`src/rtl/exc_status_pkg.sv`:
```
package exc_status_pkg;

    localparam int STAT_W = 3;

    typedef enum logic [STAT_W-1:0] {
        ST_OK  = 3'd1,
        ST_HLT = 3'd2,
        ST_ADR = 3'd3,
        ST_INS = 3'd4,
        ST_BUB = 3'd5
    } stat_t;

    function automatic logic is_exc(input stat_t s);
        return (s == ST_HLT) || (s == ST_ADR) || (s == ST_INS);
    endfunction

    function automatic stat_t fetch_classify(input logic imem_err,
                                             input logic instr_ok,
                                             input logic is_halt);
        if (imem_err)       return ST_ADR;
        else if (!instr_ok) return ST_INS;
        else if (is_halt)   return ST_HLT;
        else                return ST_OK;
    endfunction

endpackage

```
`src/rtl/exc_stage_reg.sv`:
```
module exc_stage_reg
    import exc_status_pkg::*;
(
    input  logic  clk,
    input  logic  rst,
    input  logic  bubble,
    input  logic  stall,
    input  stat_t d,
    output stat_t q
);
    always_ff @(posedge clk) begin
        if (rst)         q <= ST_BUB;
        else if (bubble) q <= ST_BUB;
        else if (!stall) q <= d;
    end

    a_r8_hold_on_stall: assert property (@(posedge clk) disable iff (rst)
        (stall && !bubble) |=> q == $past(q));
    a_r7_bubble_loads: assert property (@(posedge clk) disable iff (rst)
        bubble |=> q == ST_BUB);
endmodule

```
`src/rtl/exc_gate_ctl.sv`:
```
module exc_gate_ctl
    import exc_status_pkg::*;
(
    input  logic  clk,
    input  logic  rst,
    input  stat_t m_q,
    input  logic  dmem_err,
    input  stat_t w_q,
    input  logic  ex_is_alu,
    input  logic  wr_req,
    output stat_t m_out,
    output logic  cc_we,
    output logic  dmem_we,
    output logic  m_bub,
    output logic  w_stl
);
    logic fault_seen;

    always_comb begin
        m_out      = dmem_err ? ST_ADR : m_q;
        fault_seen = is_exc(m_out) || is_exc(w_q);
        cc_we      = ex_is_alu && !fault_seen;
        dmem_we    = wr_req && !fault_seen;
        m_bub      = fault_seen;
        w_stl      = is_exc(w_q);
    end

    a_r6_cc_blocked_by_wb: assert property (@(posedge clk) disable iff (rst)
        cc_we |-> !is_exc(w_q));
    a_r9_write_needs_req: assert property (@(posedge clk) disable iff (rst)
        dmem_we |-> (wr_req && !dmem_err));
    a_r4_dmem_err_marks: assert property (@(posedge clk) disable iff (rst)
        (dmem_err && !is_exc(w_q)) |=> w_q == ST_ADR);
endmodule

```
`src/rtl/exc_status_pipe.sv`:
```
module exc_status_pipe
    import exc_status_pkg::*;
(
    input  logic                  clk,
    input  logic                  rst,
    input  logic                  if_imem_err,
    input  logic                  if_instr_ok,
    input  logic                  if_is_halt,
    input  logic                  cancel,
    input  logic                  ex_is_alu,
    input  logic                  mem_dmem_err,
    input  logic                  mem_wr_req,
    output logic [STAT_W-1:0]     arch_stat,
    output logic                  cc_wr_en,
    output logic                  dmem_wr_en,
    output logic                  mem_bubble,
    output logic                  wb_stall
);
    stat_t f_stat, d_q, e_q, m_q, m_out, w_q;

    always_comb f_stat = fetch_classify(if_imem_err, if_instr_ok, if_is_halt);

    exc_stage_reg u_dreg (.clk(clk), .rst(rst), .bubble(cancel), .stall(1'b0),
                          .d(f_stat), .q(d_q));
    exc_stage_reg u_ereg (.clk(clk), .rst(rst), .bubble(cancel), .stall(1'b0),
                          .d(d_q), .q(e_q));
    exc_stage_reg u_mreg (.clk(clk), .rst(rst), .bubble(mem_bubble), .stall(1'b0),
                          .d(e_q), .q(m_q));
    exc_stage_reg u_wreg (.clk(clk), .rst(rst), .bubble(1'b0), .stall(wb_stall),
                          .d(m_out), .q(w_q));

    exc_gate_ctl u_gate (
        .clk(clk), .rst(rst), .m_q(m_q), .dmem_err(mem_dmem_err), .w_q(w_q),
        .ex_is_alu(ex_is_alu), .wr_req(mem_wr_req), .m_out(m_out),
        .cc_we(cc_wr_en), .dmem_we(dmem_wr_en), .m_bub(mem_bubble), .w_stl(wb_stall)
    );

    always_comb arch_stat = (w_q == ST_BUB) ? ST_OK : w_q;

    a_r5_never_report_bubble: assert property (@(posedge clk) disable iff (rst)
        arch_stat != ST_BUB);
    a_r10_cancel_squashes: assert property (@(posedge clk) disable iff (rst)
        cancel |=> (e_q == ST_BUB && d_q == ST_BUB));
    a_r8_fault_sticks: assert property (@(posedge clk) disable iff (rst)
        is_exc(w_q) |=> arch_stat == $past(arch_stat));
endmodule

```
`config.mk`:
```
export PLATFORM = sky130hd
export DESIGN_NAME = exc_status_pipe
export DESIGN_NICKNAME = d
export VERILOG_FILES = /design/src/rtl/exc_status_pkg.sv /design/src/rtl/exc_stage_reg.sv /design/src/rtl/exc_gate_ctl.sv /design/src/rtl/exc_status_pipe.sv
export SDC_FILE = /design/constraint.sdc
export NUM_CORES = 1
export LEC_CHECK = 0
export BUFFER_PORTS_ARGS = -buffer_cell sky130_fd_sc_hd__buf_2
export CORE_AREA = 3 3 40 42
export DETAILED_ROUTE_END_ITERATION = 10
export DIE_AREA = 0 0 43 45
export PLACE_DENSITY_LB_ADDON = 0.2
export SLEW_MARGIN = 10
export SYNTH_ARGS = -nofsm -noshare
export SYNTH_HDL_FRONTEND = slang
export SYNTH_SLANG_ARGS = --single-unit
```
`constraint.sdc`:
```
create_clock -name clk -period 1.4 [get_ports clk]
set_clock_uncertainty 0.2 [all_clocks]
set_input_delay 0.21 -clock clk [delete_from_list [all_inputs] [get_ports clk]]
set_output_delay 0.21 -clock clk [all_outputs]
set_load 0.05 [all_outputs]
```
==> results.tsv <==
metric	value	unit
outcome	complete, but fails checks	
failed_checks	setup timing	
htree_levels	1	
die_y	45	um
setup_violations	8	
drv_slew	0	
synthXorXnorAreaFrac	0	
syn_inst	53	
synth_top_family_by_area	simple AND/OR/NAND/NOR gates	
timing.fmax	535.4	MHz
final_util	0.6777	
holdPathEnd	u_dreg.q[0]	
end_kind	output pin	
critPathRequiredTime	0.99	ns
viasPerCell	4.838	
syn-mean-instance-area	9.042	sq um
rr_worst_depth	5	
synth_compound_area_frac	0.1775	
grt_max_degree	11	
syn-num-nets	62	
crit_type	reg -> out	
tightestPinTransition	0.3138	ns
synthMuxAreaShare	0	
grt_use_total	0.1646	
hold_class	in -> reg	
drtIter0Drc	10	
stdcell_count	99	
ys_seq_elements	12	
cts_root_buf	clkbuf_4	
ios	16	
cts_buffer_depth	2	
total_leakage_power	0.0003687	uW
power_density	914.6	nW/um^2
switching_power	211.2	uW
routedWlPerCell	12.49	um
grt_pass1_wl	2187	um
power_switching_share	0.2651	
crit_arrival	1.46	ns
gr-total-overflow	0	
ys_seq_area_frac	0.5013	
cellInternalPower	585.3	uW
maxSlewHeadroom	0.7903	
synth_cell_type_count	22	
comb_power_share	0.205	
netlist_area	479.2	sq um
synth-simple-area-share	0.2350	
drtAntennaViolNets	0	
dr_total_vias	479	
rrSetupSlack	-0.43	ns
post-route-min-period	1.868	ns
final_nets	94	
yosysWarnings	0	
start_util	0.3729	
worstReg2RegStart	u_mreg.q[2]	
cts_tree	yes	
fp.dieArea	1935	sq um
drive_gt1_frac	0.5595	
r2r_end	u_mreg.q[0]	
die_w	43	um
p_seq_frac	0.448	
place_inst	88	
min_path_cells	4	
place_congestion	0.6668	
timing_hold_violations_final	0	
hold_path_startpoint	if_is_halt	
drt_wl_total	1237	um
first_pass_iters	3	
fin_ws	-0.4676	ns
portBuffers	15	
layout-area-overhead-vs-synth	81.72	%
rows	13	
cts.sinks	12	
dp_hpwl	769.1	um
cts_buffers	3	
synth_fa_ha_area_frac	0	
rsz0062_at_grt	true	
drc	0	
first_global_vias	503	
final_area	870.8	sq um
n_antenna_cell	0	
crit_path_start_kind	register	
grt_antenna_before_repair	0	
coreArea	1285	sq um
cp_max_fo	4	
cap_viol_max_count	0	
p_clk_frac	0.347	
clk_latency	0.28	ns
period_share	1.334	
path_clk_slew	0.08	ns
vdd_drop_max	0.6677	mV
dpl_cell_area	670.6	sq um
## state kept, by name, indices dropped and copies added (netlist names)
signal and flops:
u_ereg.q 3, u_dreg.q 3, u_wreg.q 3, u_mreg.q 3
## layout by cell type, fill, tap and decap left out, drive strengths merged
cell type    synthesis  routed
clkbuf               3       4
and2                 1       1
o22ai                3       3
o21ai                2       2
buf                  1      28
dfxtp               12      12
nand2                1       1
a21oi                2       2
nor2                 2       2
nor4                 1       1
or3                  2       2
inv                  6       6
or2                  2       2
nor3b                2       2
or4                  2       2
a211oi               2       2
a211o                1       1
or3b                 1       1
dlygate4sd3          0       3
a21boi               1       1
a221o                1       1
nor3                 5       5
## synthesized netlist by cell type
library cell,count,share of area
a221o_2,1,0.023
o21ai_0,1,0.010
or3b_1,1,0.018
o21ai_2,1,0.018
inv_1,6,0.047
buf_4,1,0.016
dfxtp_1,12,0.50
or3_1,2,0.026
or2_2,2,0.026
nor3_1,5,0.052
a21oi_1,2,0.021
clkbuf_1,3,0.023
a21boi_0,1,0.016
nor3b_1,2,0.031
nor2_1,2,0.016
o22ai_1,3,0.039
nand2_1,1,0.0078
and2_1,1,0.013
nor4_1,1,0.013
a211o_1,1,0.018
or4_1,2,0.031
a211oi_1,2,0.031
## power by group through the flow
stage	Combinational (uW)	Clock, uW	Sequential (uW)
after floorplan	83.0	0	365
after global placement	123	0	363
after detailed placement	125	0	364
after CTS	153	286	356
after global routing	177	304	358
final	163	277	356
## final cells by class
class | count | area, sq um
repair buffers | 31 | 281.5
clock buffers | 4 | 36.28
well taps | 15 | 18.77
inverters | 6 | 22.52
flip-flops and latches | 12 | 245.2
fillers | 97 | 414.1
multi-input cells | 31 | 266.5
## worst max-delay path, stage by stage (launching register included)
cell     delay, ns
dfxtp_2       0.33
nor3b_1       0.15
a211o_4       0.31
or2_4         0.24
buf_8         0.15
## cells by family (layout without fill, tap and decap cells)
logic type | after synthesis | in the layout
and+or+nand+nor | 19 | 19
AOI/OAI and AO/OA | 12 | 12
DFF | 12 | 12
buffers and inverters | 10 | 41
## worst max path at each step
| stage | startpoint | endpoint | slack (ns) |
|---|---|---|---|
| 6_report | u_mreg.q[2] | mem_bubble | -0.47 |
| 2_1_floorplan | u_wreg.q[1] | mem_bubble | -0.33 |
| 5_1_grt | u_mreg.q[2] | mem_bubble | -0.50 |
| 4_1_cts | u_mreg.q[2] | mem_bubble | -0.45 |
| 3_5_place_dp | u_mreg.q[2] | u_mreg.q[0] | -0.28 |
| 3_3_place_gp | u_mreg.q[2] | mem_bubble | -0.27 |
## metrics by stage
step	hold slack, ns	setup TNS [ns]	setup WS, ns	power, uW
after floorplan	0.08679	-1.410	-0.3269	448.0
after global placement	0.1898	-1.308	-0.2685	486.4
after detailed placement	0.1973	-1.330	-0.2844	488.6
after CTS	0.01356	-2.533	-0.4495	794.9
after global routing	0.03368	-3.095	-0.4972	837.7
final	0.02792	-2.736	-0.4676	796.5
## what timing repair did
| item | in CTS | in global routing |
|---|---|---|
| hold endpoints to repair | 5 | 0 |
| hold buffers | 3 | 0 |
| gates cloned | 0 | 0 |
| setup endpoints to repair | 10 | 11 |
| pin swaps | 3 | 1 |
| setup buffers | 2 | 2 |
| resized for setup | 17 | 11 |
## layer usage
metal	GRT usage	wire length, um
met5	0	0
met2	0.2784	684
met4	0.1084	34
met1	0.1630	449
met3	0.07570	68
(Power assumes the default switching activity.)
